### src/rtl/pbus_pkg.sv
package pbus_pkg;
  typedef enum logic [2:0] {
    PB_IDLE   = 3'd0,
    PB_SETUP  = 3'd1,
    PB_STROBE = 3'd2,
    PB_HOLD   = 3'd3,
    PB_DONE   = 3'd4
  } pb_state_e;
endpackage

### src/rtl/pbus_rst_sync.sv
module pbus_rst_sync #(
  parameter int STAGES = 2
) (
  input  logic clk,
  input  logic arst_n,
  output logic srst_n
);
  logic [STAGES-1:0] sync_q;

  always_ff @(posedge clk or negedge arst_n) begin
    if (!arst_n) sync_q <= '0;
    else         sync_q <= {sync_q[STAGES-2:0], 1'b1};
  end

  assign srst_n = sync_q[STAGES-1];
endmodule

### src/rtl/pbus_timer.sv
module pbus_timer #(
  parameter int CNT_W = 3
) (
  input  logic             clk,
  input  logic             rst_n,
  input  logic             load_i,
  input  logic [CNT_W-1:0] load_val_i,
  output logic             zero_o
);
  logic [CNT_W-1:0] cnt_q, cnt_d;

  always_comb begin
    cnt_d = cnt_q;
    if (load_i)          cnt_d = load_val_i;
    else if (!zero_o)    cnt_d = cnt_q - 1'b1;
  end

  always_ff @(posedge clk or negedge rst_n) begin
    if (!rst_n) cnt_q <= '0;
    else        cnt_q <= cnt_d;
  end

  assign zero_o = (cnt_q == '0);
endmodule

### src/rtl/pbus_rcap.sv
module pbus_rcap #(
  parameter int DATA_W = 16
) (
  input  logic              clk,
  input  logic              rst_n,
  input  logic              sample_i,
  input  logic [DATA_W-1:0] din_i,
  output logic [DATA_W-1:0] rdata_o
);
  logic [DATA_W-1:0] rdata_q;

  always_ff @(posedge clk or negedge rst_n) begin
    if (!rst_n)        rdata_q <= '0;
    else if (sample_i) rdata_q <= din_i;
  end

  assign rdata_o = rdata_q;

  // captured word only moves on a sample strobe
  assert_rdata_stable_R7: assert property (@(posedge clk) disable iff (!rst_n)
    !sample_i |=> $stable(rdata_q));
endmodule

### src/rtl/pbus_seq.sv
module pbus_seq
  import pbus_pkg::*;
#(
  parameter int ADDR_W    = 8,
  parameter int DATA_W    = 16,
  parameter int SETUP_CYC = 1,
  parameter int WR_CYC    = 2,
  parameter int RD_CYC    = 4,
  parameter int HOLD_CYC  = 1,
  parameter int CNT_W     = 3
) (
  input  logic              clk,
  input  logic              rst_n,
  input  logic              req_i,
  input  logic              req_wr_i,
  input  logic [ADDR_W-1:0] req_addr_i,
  input  logic [DATA_W-1:0] req_wdata_i,
  input  logic              tmr_zero_i,
  output logic              tmr_load_o,
  output logic [CNT_W-1:0]  tmr_val_o,
  output logic              sample_o,
  output logic              busy_o,
  output logic              done_o,
  output logic              cs_n_o,
  output logic              rd_n_o,
  output logic              wr_n_o,
  output logic [ADDR_W-1:0] addr_o,
  output logic [DATA_W-1:0] dout_o,
  output logic              doe_o
);
  localparam logic [CNT_W-1:0] SETUP_LD = CNT_W'(SETUP_CYC - 1);
  localparam logic [CNT_W-1:0] WR_LD    = CNT_W'(WR_CYC - 1);
  localparam logic [CNT_W-1:0] RD_LD    = CNT_W'(RD_CYC - 1);
  localparam logic [CNT_W-1:0] HOLD_LD  = CNT_W'(HOLD_CYC - 1);

  pb_state_e         st_q, st_d;
  logic              cs_n_q, cs_n_d;
  logic              rd_n_q, rd_n_d;
  logic              wr_n_q, wr_n_d;
  logic              doe_q, doe_d;
  logic              wr_op_q;
  logic [ADDR_W-1:0] addr_q;
  logic [DATA_W-1:0] dout_q;
  logic              accept;

  assign accept = (st_q == PB_IDLE) && req_i;

  // next-state and next-output logic
  always_comb begin
    st_d       = st_q;
    cs_n_d     = cs_n_q;
    rd_n_d     = rd_n_q;
    wr_n_d     = wr_n_q;
    doe_d      = doe_q;
    tmr_load_o = 1'b0;
    tmr_val_o  = '0;
    sample_o   = 1'b0;
    unique case (st_q)
      PB_IDLE: begin
        if (req_i) begin
          st_d       = PB_SETUP;
          cs_n_d     = 1'b0;
          tmr_load_o = 1'b1;
          tmr_val_o  = SETUP_LD;
        end
      end
      PB_SETUP: begin
        if (tmr_zero_i) begin
          st_d       = PB_STROBE;
          tmr_load_o = 1'b1;
          if (wr_op_q) begin
            wr_n_d    = 1'b0;
            doe_d     = 1'b1;
            tmr_val_o = WR_LD;
          end else begin
            rd_n_d    = 1'b0;
            tmr_val_o = RD_LD;
          end
        end
      end
      PB_STROBE: begin
        if (tmr_zero_i) begin
          if (wr_op_q) begin
            st_d       = PB_HOLD;
            wr_n_d     = 1'b1;
            tmr_load_o = 1'b1;
            tmr_val_o  = HOLD_LD;
          end else begin
            st_d     = PB_DONE;
            rd_n_d   = 1'b1;
            cs_n_d   = 1'b1;
            sample_o = 1'b1;
          end
        end
      end
      PB_HOLD: begin
        if (tmr_zero_i) begin
          st_d   = PB_DONE;
          cs_n_d = 1'b1;
          doe_d  = 1'b0;
        end
      end
      PB_DONE: st_d = PB_IDLE;
      default: st_d = PB_IDLE;
    endcase
  end

  // state and bus pin registers
  always_ff @(posedge clk or negedge rst_n) begin
    if (!rst_n) begin
      st_q   <= PB_IDLE;
      cs_n_q <= 1'b1;
      rd_n_q <= 1'b1;
      wr_n_q <= 1'b1;
      doe_q  <= 1'b0;
    end else begin
      st_q   <= st_d;
      cs_n_q <= cs_n_d;
      rd_n_q <= rd_n_d;
      wr_n_q <= wr_n_d;
      doe_q  <= doe_d;
    end
  end

  // request capture, enabled on acceptance only
  always_ff @(posedge clk or negedge rst_n) begin
    if (!rst_n) begin
      wr_op_q <= 1'b0;
      addr_q  <= '0;
      dout_q  <= '0;
    end else if (accept) begin
      wr_op_q <= req_wr_i;
      addr_q  <= req_addr_i;
      dout_q  <= req_wdata_i;
    end
  end

  assign busy_o = (st_q != PB_IDLE);
  assign done_o = (st_q == PB_DONE);
  assign cs_n_o = cs_n_q;
  assign rd_n_o = rd_n_q;
  assign wr_n_o = wr_n_q;
  assign addr_o = addr_q;
  assign dout_o = dout_q;
  assign doe_o  = doe_q;

  // consecutive read-strobe-low cycles, for the access-time check
  logic [7:0] rd_low_q;
  always_ff @(posedge clk or negedge rst_n) begin
    if (!rst_n)                 rd_low_q <= '0;
    else if (rd_n_q)            rd_low_q <= '0;
    else if (rd_low_q != 8'hFF) rd_low_q <= rd_low_q + 8'd1;
  end

  assert_no_dual_strobe_R6: assert property (@(posedge clk) disable iff (!rst_n)
    !(!rd_n_q && !wr_n_q));
  assert_oe_not_in_read_R6: assert property (@(posedge clk) disable iff (!rst_n)
    doe_q |-> rd_n_q);
  assert_strobe_in_cs_R2: assert property (@(posedge clk) disable iff (!rst_n)
    (!rd_n_q || !wr_n_q) |-> !cs_n_q);
  assert_setup_before_strobe_R2: assert property (@(posedge clk) disable iff (!rst_n)
    ($fell(rd_n_q) || $fell(wr_n_q)) |-> !$past(cs_n_q));
  assert_write_hold_R4: assert property (@(posedge clk) disable iff (!rst_n)
    $rose(wr_n_q) |-> (!cs_n_q && doe_q));
  assert_read_access_R5: assert property (@(posedge clk) disable iff (!rst_n)
    $rose(rd_n_q) |-> (rd_low_q >= 8'd4));
  assert_done_ends_busy_R8: assert property (@(posedge clk) disable iff (!rst_n)
    done_o |=> !busy_o);
  assert_idle_gap_R9: assert property (@(posedge clk) disable iff (!rst_n)
    $rose(cs_n_q) |=> cs_n_q);
endmodule

### src/rtl/pbus_host.sv
module pbus_host #(
  parameter int ADDR_W    = 8,
  parameter int DATA_W    = 16,
  parameter int SETUP_CYC = 1,
  parameter int WR_CYC    = 2,
  parameter int RD_CYC    = 4,
  parameter int HOLD_CYC  = 1
) (
  input  logic              clk,
  input  logic              rst_n,
  input  logic              req_i,
  input  logic              req_wr_i,
  input  logic [ADDR_W-1:0] req_addr_i,
  input  logic [DATA_W-1:0] req_wdata_i,
  output logic              busy_o,
  output logic              done_o,
  output logic [DATA_W-1:0] rdata_o,
  output logic              bus_cs_n_o,
  output logic              bus_rd_n_o,
  output logic              bus_wr_n_o,
  output logic [ADDR_W-1:0] bus_addr_o,
  output logic [DATA_W-1:0] bus_dout_o,
  output logic              bus_doe_o,
  input  logic [DATA_W-1:0] bus_din_i
);
  localparam int MAX_SW  = (SETUP_CYC > WR_CYC) ? SETUP_CYC : WR_CYC;
  localparam int MAX_RH  = (RD_CYC > HOLD_CYC) ? RD_CYC : HOLD_CYC;
  localparam int MAX_CYC = (MAX_SW > MAX_RH) ? MAX_SW : MAX_RH;
  localparam int CNT_W   = $clog2(MAX_CYC) + 1;

  logic             srst_n;
  logic             tmr_load;
  logic [CNT_W-1:0] tmr_val;
  logic             tmr_zero;
  logic             sample;

  pbus_rst_sync #(.STAGES(2)) u_rst (
    .clk    (clk),
    .arst_n (rst_n),
    .srst_n (srst_n)
  );

  pbus_timer #(.CNT_W(CNT_W)) u_tmr (
    .clk        (clk),
    .rst_n      (srst_n),
    .load_i     (tmr_load),
    .load_val_i (tmr_val),
    .zero_o     (tmr_zero)
  );

  pbus_seq #(
    .ADDR_W(ADDR_W), .DATA_W(DATA_W), .SETUP_CYC(SETUP_CYC),
    .WR_CYC(WR_CYC), .RD_CYC(RD_CYC), .HOLD_CYC(HOLD_CYC), .CNT_W(CNT_W)
  ) u_seq (
    .clk         (clk),
    .rst_n       (srst_n),
    .req_i       (req_i),
    .req_wr_i    (req_wr_i),
    .req_addr_i  (req_addr_i),
    .req_wdata_i (req_wdata_i),
    .tmr_zero_i  (tmr_zero),
    .tmr_load_o  (tmr_load),
    .tmr_val_o   (tmr_val),
    .sample_o    (sample),
    .busy_o      (busy_o),
    .done_o      (done_o),
    .cs_n_o      (bus_cs_n_o),
    .rd_n_o      (bus_rd_n_o),
    .wr_n_o      (bus_wr_n_o),
    .addr_o      (bus_addr_o),
    .dout_o      (bus_dout_o),
    .doe_o       (bus_doe_o)
  );

  pbus_rcap #(.DATA_W(DATA_W)) u_rcap (
    .clk      (clk),
    .rst_n    (srst_n),
    .sample_i (sample),
    .din_i    (bus_din_i),
    .rdata_o  (rdata_o)
  );
endmodule

### config.mk
export PLATFORM = sky130hd
export DESIGN_NAME = pbus_host
export DESIGN_NICKNAME = d
export VERILOG_FILES = /design/src/rtl/pbus_pkg.sv /design/src/rtl/pbus_rst_sync.sv /design/src/rtl/pbus_timer.sv /design/src/rtl/pbus_rcap.sv /design/src/rtl/pbus_seq.sv /design/src/rtl/pbus_host.sv
export SDC_FILE = /design/constraint.sdc
export NUM_CORES = 1
export LEC_CHECK = 0
export CORE_MARGIN = 10
export CORE_UTILIZATION = 47
export CTS_CLUSTER_SIZE = 25
export DETAILED_ROUTE_END_ITERATION = 8
export HOLD_SLACK_MARGIN = 0.12
export PLACE_DENSITY_LB_ADDON = 0.25
export SLEW_MARGIN = 20
export SYNTH_ARGS = -nofsm -noshare
export SYNTH_HDL_FRONTEND = slang
export SYNTH_SLANG_ARGS = --single-unit
### constraint.sdc
create_clock -name clk -period 3.6 [get_ports clk]
set_clock_uncertainty 0.2 [all_clocks]
set_input_delay 0.72 -clock clk [delete_from_list [all_inputs] [get_ports clk]]
set_output_delay 0.72 -clock clk [all_outputs]
set_load 0.05 [all_outputs]
==> results.rst, run 1 <==
.. list-table::
   :header-rows: 1

   * - Metric
     - Value
   * - Ordered list of cells on the worst path
     - or3_4, clkdlybuf4s50_1
   * - # diodes
     - 0
   * - CP top delay family
     - buffers and inverters
   * - Share of synthesized registers carrying an async set or reset
     - 1.00
   * - Slew at the pin closest to its max-slew limit
     - 635 ps
   * - Worst path max stage delay
     - 730 ps
   * - Hold buffer count at cts
     - 0
   * - Synthesized cell area
     - 0.00230 mm2
   * - Via count of the first global-routing pass
     - 1576
   * - Crit Path Category
     - register to primary output
   * - RSZ-0062 raised after global routing
     - no
   * - Fraction of layout instances using a drive strength above 1
     - 0.244
   * - Final cell area excluding filler cells
     - 0.00330 mm2
   * - Layout-stage area growth over the synthesis result
     - 43.5%
   * - Count of final max-slew check failures
     - 0
   * - Detailed-route via count
     - 1460
   * - Weighted congestion at the end of routability-driven global placement
     - 0.739
   * - Cell Rows
     - 25
   * - Width of the die
     - 89.9 um
   * - Combined global-route utilization of all metal layers
     - 0.132
   * - Post-synth EDFFs
     - 0
   * - Tightest Hold Check Type
     - register to asynchronous set/reset pin
   * - Kind of end point of the critical path
     - primary output
   * - Post-synthesis instance total
     - 147
   * - Leak Pwr
     - 1.46 nW
   * - Post-route core utilization
     - 0.698
   * - Antenna-violating nets left
     - 0
   * - Effective utilization at floorplan
     - 0.487
   * - Cell with the most instances after synthesis
     - sky130_fd_sc_hd__dfrtp_1
   * - Yosys top cell area share
     - 0.544
   * - Critical Path Source Type
     - register
   * - Data arrival time at the worst-slack endpoint
     - 2030 ps
   * - Floorplan core area
     - 0.00472 mm2
   * - Maximum number of pins on one net before global-route repair
     - 51
   * - Final Power
     - 3.67 mW
   * - Post-Syn Area per Cell
     - 15.6 um2
   * - Sum Neg Setup Slack
     - 0 ps
   * - Dominant register cell in the synthesized netlist
     - sky130_fd_sc_hd__dfrtp_1
   * - Number of buffers and inverters on the critical path
     - 1
   * - IO buf count
     - 89
   * - Clock Latency Late Sink
     - 290 ps
   * - H-tree levels
     - 2
   * - Routed wire length
     - 5210 um
   * - Post-route non-filler standard cell count
     - 305
   * - Unique cell type count in the Yosys netlist
     - 34
   * - DRT Pass-1 Iters
     - 4
   * - Final routed DRC violation total
     - 0
   * - Result of the run
     - completed
   * - Setup slack after placement
     - 965 ps
   * - TritonCTS clock tree
     - built
   * - Synth area leader
     - sky130_fd_sc_hd__dfrtp_1
   * - Commonest cells in the netlist
     - sky130_fd_sc_hd__dfrtp_1, sky130_fd_sc_hd__mux2_4, sky130_fd_sc_hd__mux2_2, sky130_fd_sc_hd__inv_1, sky130_fd_sc_hd__nor2_1
   * - Vertical extent of the die
     - 89.9 um
   * - Minimum period implied by the final worst setup slack
     - 2950 ps
   * - Final Hold Viols
     - 0
   * - Setup bufs post-CTS
     - 0
   * - I/O pin cnt
     - 90
   * - Maximum fanout count along the critical path
     - 13
   * - Biggest area contributors in the synthesized netlist
     - sky130_fd_sc_hd__dfrtp_1, sky130_fd_sc_hd__mux2_4, sky130_fd_sc_hd__mux2_2
   * - Placed instance area
     - 0.00321 mm2
   * - Final global-route overflow total
     - 0
   * - Inserted Clock Buffers
     - 5
   * - Number of max-capacitance violations reported
     - 0
   * - Final setup margin
     - 651 ps
   * - Timing-limited maximum frequency
     - 339 MHz
   * - Power per cell area
     - 1110 mW/mm2
   * - Seq cells post-synth
     - 53
   * - Final setup violation count
     - 0
   * - Die Footprint
     - 0.00809 mm2
   * - Worst vdd ir
     - 0.573 mV
   * - Yosys warns
     - 0
   * - Initial antenna violation count
     - 0
   * - Placed cell count
     - 297
   * - Clk root buf
     - sky130_fd_sc_hd__clkbuf_8
   * - Syn Nets
     - 193
   * - Starting DRT DRC Count
     - 60
   * - Worst rel slew slack
     - 0.577
   * - Wire length of the first global-routing pass
     - 8620 um
   * - Vias per cell
     - 4.79
   * - Final HPWL from detailed placement
     - 3960 um
   * - Fraction of the yosys area taken by sequential cells
     - 0.579
   * - Critical Path RT
     - 2680 ps
   * - Total number of nets in the final design
     - 283
   * - Worst hold slack across all endpoints
     - 150 ps
   * - Gates resized, CTS repair
     - 0
   * - CP max stage cell
     - sky130_fd_sc_hd__clkdlybuf4s50_1
   * - Number of buffers on the longest clock path
     - 2
   * - Clock sink count
     - 53
   * - Reg clk slew, reported paths
     - 90 ps
   * - Final cycle utilization of the critical path
     - 0.819
   * - Routed wire length per instance
     - 17.1 um
-- layer usage --
| metal | part of all wire | vias up | track usage | routed length (um) |
|---|---|---|---|---|
| li1 | - | 691 | - | - |
| met1 | 0.43 | 716 | 0.157 | 2220 |
| met2 | 0.51 | 47 | 0.223 | 2640 |
| met3 | 0.058 | 6 | 0.0432 | 303 |
| met4 | 0.0092 | 0 | 0.0358 | 48 |
| met5 | 0 | - | 0 | 0 |
-- cells in the final DEF (no fill, tap or decap), drive strengths merged --
cell type,n
a211oi,2
a21bo,1
a21oi,3
a311oi,2
buf,1
clkbuf,7
clkdlybuf4s50,89
clkinv,1
conb,1
dfrtp,50
dfstp,3
ha,2
inv,6
mux2,41
mux2i,1
nand2,2
nand2b,3
nand3b,2
nand4b,1
nor2,6
nor2b,1
nor3b,3
nor4bb,1
o211a,1
o21ai,3
o22a,1
o22ai,2
or2,1
or3,1
-- sequential cells by signal (all words and copies together), names as in the netlist, 2 cells and up --
register and cells:
u_seq.addr_o 8, u_rst.sync_q 2, u_rcap.rdata_o 16, u_seq.st_q 3, u_seq.dout_o 16, u_tmr.cnt_q 3
-- cell type report --
type                    count  area, um2
inverters                   6       22.5
clock inverters             1       5.00
well taps                  67       83.8
flip-flops and latches     53       1330
fillers                   352       1430
clock buffers               7       76.3
multi-input cells          81        878
repair buffers             90        898
-- worst paths after layout --
path                                       startpoint                              to  slack [ps]  depth (start not counted)
max reg2reg                u_tmr.cnt_q[0]$_DFFE_PN0P_  u_rcap.rdata_o[13]$_DFFE_PN0P_        1220                          6
min in group clk            u_rst.sync_q[0]$_DFF_PN0_       u_rst.sync_q[1]$_DFF_PN0_         180                          0
min reg2reg                 u_rst.sync_q[1]$_DFF_PN0_     u_seq.dout_o[2]$_DFFE_PN0P_         150                          0
min                         u_rst.sync_q[1]$_DFF_PN0_     u_seq.dout_o[2]$_DFFE_PN0P_         150                          0
max in group asynchronous   u_rst.sync_q[1]$_DFF_PN0_    u_seq.dout_o[13]$_DFFE_PN0P_        2550                          1
max                         u_seq.st_q[1]$_DFFE_PN0P_                          busy_o         650                          2
-- power breakdown --
| group | switching [mW] | internal, mW |
|---|---|---|
| Combinational | 1.32 | 0.924 |
| Sequential | 0.209 | 0.901 |
| Clock | 0.181 | 0.137 |
| Total | 1.71 | 1.96 |
-- logic make-up after synthesis --
| kind of cell | after synthesis | synth area share |
|---|---|---|
| adder cells (fa/ha/maj) | 2 | 0.0109 |
| buffers and inverters | 13 | 0.0392 |
| flip-flops | 53 | 0.579 |
| multiplexers | 42 | 0.251 |
| AO/OA/AOI/OAI | 15 | 0.0452 |
| AND/OR/NAND/NOR | 21 | 0.0735 |
| other | 1 | 0.00163 |
(Power assumes the default switching activity.)
==> run 2: changes to the inputs <==
CORE_UTILIZATION = 39   (was 47)
clock period = 2.4 ns   (was 3.6 ns; I/O delays follow)
==> run 2 against run 1 <==
Net effect: largest cell class unchanged; cell count increased by 3.9%; global-route usage fell by 1.9 points; die area rose by 16%; largest power group unchanged; combinational power grew 57%; final area rose by 3.3%; clock-buffer cell count is 1 lower; sequential power grew 43%; total power rose by 55%; register-to-register slack lost 830 ps; first-iteration DRC count shrank 30%; worst hold slack lost 17 ps; flip-flop and latch count did not move.
==> results.rst, run 2 (same netlist as run 1, synthesis figures left out) <==
.. list-table::
   :header-rows: 1

   * - Metric
     - Value
   * - Final setup violation count
     - 0 (unchanged)
   * - Kind of end point of the critical path
     - primary output
   * - H-tree levels
     - 2 (unchanged)
   * - Fillers
     - 455 (+29%)
   * - Number of buffers and inverters on the critical path
     - 1 (unchanged)
   * - Detailed-route via count
     - 1468 (+0.55%)
   * - Clock Latency Late Sink
     - 290 ps (about the same)
   * - Via count of the first global-routing pass
     - 1517 (-3.7%)
   * - Result of the run
     - completed
   * - Data arrival time at the worst-slack endpoint
     - 1640 ps (-390 ps)
   * - Worst vdd ir
     - 0.874 mV (+53%)
   * - Critical Path RT
     - 1720 ps (-960 ps)
   * - Power per cell area
     - 1670 mW/mm2 (+50%)
   * - I/O pin cnt
     - 90 (unchanged)
   * - Multi-input gate area
     - 883 um2 (+0.57%)
   * - Weighted congestion at the end of routability-driven global placement
     - 0.701 (-5.1%)
   * - Final routed DRC violation total
     - 0 (unchanged)
   * - Critical Path Source Type
     - register
   * - Number of max-capacitance violations reported
     - 0 (unchanged)
   * - Tightest Hold Check Type
     - input port to asynchronous set/reset pin
   * - Initial antenna violation count
     - 0 (unchanged)
   * - CP top delay family
     - buffers and inverters
   * - Clock sink count
     - 53 (unchanged)
   * - Number of buffers on the longest clock path
     - 2 (unchanged)
   * - Clk root buf
     - sky130_fd_sc_hd__clkbuf_8
   * - Final setup margin
     - 78.2 ps (-573 ps)
   * - Ordered list of cells on the worst path
     - clkdlybuf4s50_1
   * - Most frequent cells in the layout
     - sky130_fd_sc_hd__clkdlybuf4s50_1, sky130_fd_sc_hd__dfrtp_1, sky130_fd_sc_hd__mux2_4
   * - Combinational share of power
     - 0.617 (+0.006)
   * - Cell Rows
     - 27 (+8.0%)
   * - Crit Path Category
     - register to primary output
   * - Fraction of layout instances using a drive strength above 1
     - 0.282 (+0.0379)
   * - Total net switching power
     - 2.59 mW (+52%)
   * - Final cycle utilization of the critical path
     - 0.967
   * - Slew at the pin closest to its max-slew limit
     - 634 ps (-0.285 ps)
   * - Die Footprint
     - 0.00936 mm2 (+16%)
   * - Vertical extent of the die
     - 96.8 um (+7.6%)
   * - Effective utilization at floorplan
     - 0.410 (-0.0768)
   * - Setup slack after placement
     - 217 ps (-748 ps)
   * - Placed instance area
     - 0.00328 mm2 (+2.0%)
   * - Wire length of the first global-routing pass
     - 8830 um (+2.4%)
   * - Timing-limited maximum frequency
     - 431 MHz
   * - Minimum period implied by the final worst setup slack
     - 2320 ps
   * - IO buf count
     - 89 (unchanged)
   * - Worst rel slew slack
     - 0.576 (-0.00121)
   * - Final Hold Viols
     - 0 (unchanged)
   * - Starting DRT DRC Count
     - 42 (-30%)
   * - Inserted Clock Buffers
     - 5 (unchanged)
   * - Total number of nets in the final design
     - 290 (+2.5%)
   * - Sum Neg Setup Slack
     - 0 ps (unchanged)
   * - Final HPWL from detailed placement
     - 4070 um (+3.0%)
   * - Final global-route overflow total
     - 0 (unchanged)
   * - Worst hold slack across all endpoints
     - 133 ps (-16.9 ps)
   * - Register area
     - 0.00133 mm2 (-0.19%)
   * - Switching Share
     - 0.455 (-0.0101)
   * - Gates resized, CTS repair
     - 0 (unchanged)
   * - Reg clk slew, reported paths
     - 90 ps (about the same)
   * - Combined global-route utilization of all metal layers
     - 0.113 (-0.0191)
   * - Sequential Power Share
     - 0.279 (-0.023)
   * - Maximum fanout count along the critical path
     - 3 (-10)
   * - Most common cell after layout, fill and taps aside
     - sky130_fd_sc_hd__clkdlybuf4s50_1
   * - RSZ-0062 raised after global routing
     - no
   * - Worst path max stage delay
     - 800 ps (+70 ps)
   * - Width of the die
     - 96.8 um (+7.6%)
   * - Vias per cell
     - 4.63 (-3.3%)
   * - Layout-stage area growth over the synthesis result
     - 48.2%
   * - Final cell area excluding filler cells
     - 0.00341 mm2 (+3.3%)
   * - Antenna-violating nets left
     - 0 (unchanged)
   * - Internal cell power
     - 3.10 mW (+58%)
   * - Count of final max-slew check failures
     - 0 (unchanged)
   * - # diodes
     - 0 (unchanged)
   * - Routed wire length per instance
     - 16.9 um (-1.0%)
   * - Leak Pwr
     - 1.52 nW (+4.1%)
   * - Post-route core utilization
     - 0.607 (-0.0910)
   * - Share of power burned in the clock network
     - 0.104 (+0.017)
   * - Floorplan core area
     - 0.00561 mm2 (+19%)
   * - DRT Pass-1 Iters
     - 4 (unchanged)
   * - TritonCTS clock tree
     - built
   * - Maximum number of pins on one net before global-route repair
     - 37 (-27%)
   * - Routed wire length
     - 5350 um (+2.8%)
   * - CP max stage cell
     - sky130_fd_sc_hd__clkdlybuf4s50_1
==> run 2: metrics by stage <==
step	cells	total power, mW
global placement	307	5.10
floorplan	147	4.06
CTS	317	5.75
detailed placement	307	5.15
finish	317	5.69
global route	317	5.98
==> run 2: what timing repair did <==
item | 4_1_cts | 5_1_grt
hold buffers | 2 | 0
hold endpoints to repair | 15 | 0
buffers inserted | 0 | 0
==> run 2: area by class of cell <==
cell class | count | share of cell area
Multi-Input combinational cell | 81 | 0.259
Clock buffer | 6 | 0.0213
Clock inverter | 2 | 0.0103
Tap cell | 72 | 0.0265
Timing Repair Buffer | 97 | 0.285
Sequential cell | 53 | 0.391
Inverter | 6 | 0.00661
==> run 2: metal layers <==
layer / routed length [um] / vias to the layer above / GRT usage
met1: 2430 / 712 / 0.149
met5: 0 / - / 0
li1: - / 711 / -
met3: 265 / 4 / 0.0341
met4: 34 / 0 / 0.0237
met2: 2620 / 41 / 0.177
==> run 2: power groups by stage <==
stage | combinational [mW] | clock (mW) | sequential, mW
5_1_grt | 3.69 | 0.641 | 1.65
3_5_place_dp | 3.54 | 0 | 1.61
4_1_cts | 3.56 | 0.601 | 1.59
3_3_place_gp | 3.49 | 0 | 1.61
2_1_floorplan | 1.11 | 0 | 2.95
6_report | 3.51 | 0.589 | 1.59
==> run 2: path summary, 6_finish.rpt <==
check                                      startpoint                        endpoint  slack, ps  depth (start not counted)
max                          u_seq.wr_n_o$_DFFE_PN1P_                      bus_wr_n_o         80                          1
min in group clk            u_rst.sync_q[0]$_DFF_PN0_       u_rst.sync_q[1]$_DFF_PN0_        160                          0
max in group asynchronous   u_rst.sync_q[1]$_DFF_PN0_    u_seq.dout_o[13]$_DFFE_PN0P_        960                          1
min reg2reg                 u_rst.sync_q[0]$_DFF_PN0_       u_rst.sync_q[1]$_DFF_PN0_        160                          0
max reg2reg                u_tmr.cnt_q[0]$_DFFE_PN0P_  u_rcap.rdata_o[14]$_DFFE_PN0P_        390                          6
min                                             rst_n       u_rst.sync_q[0]$_DFF_PN0_        130                          1
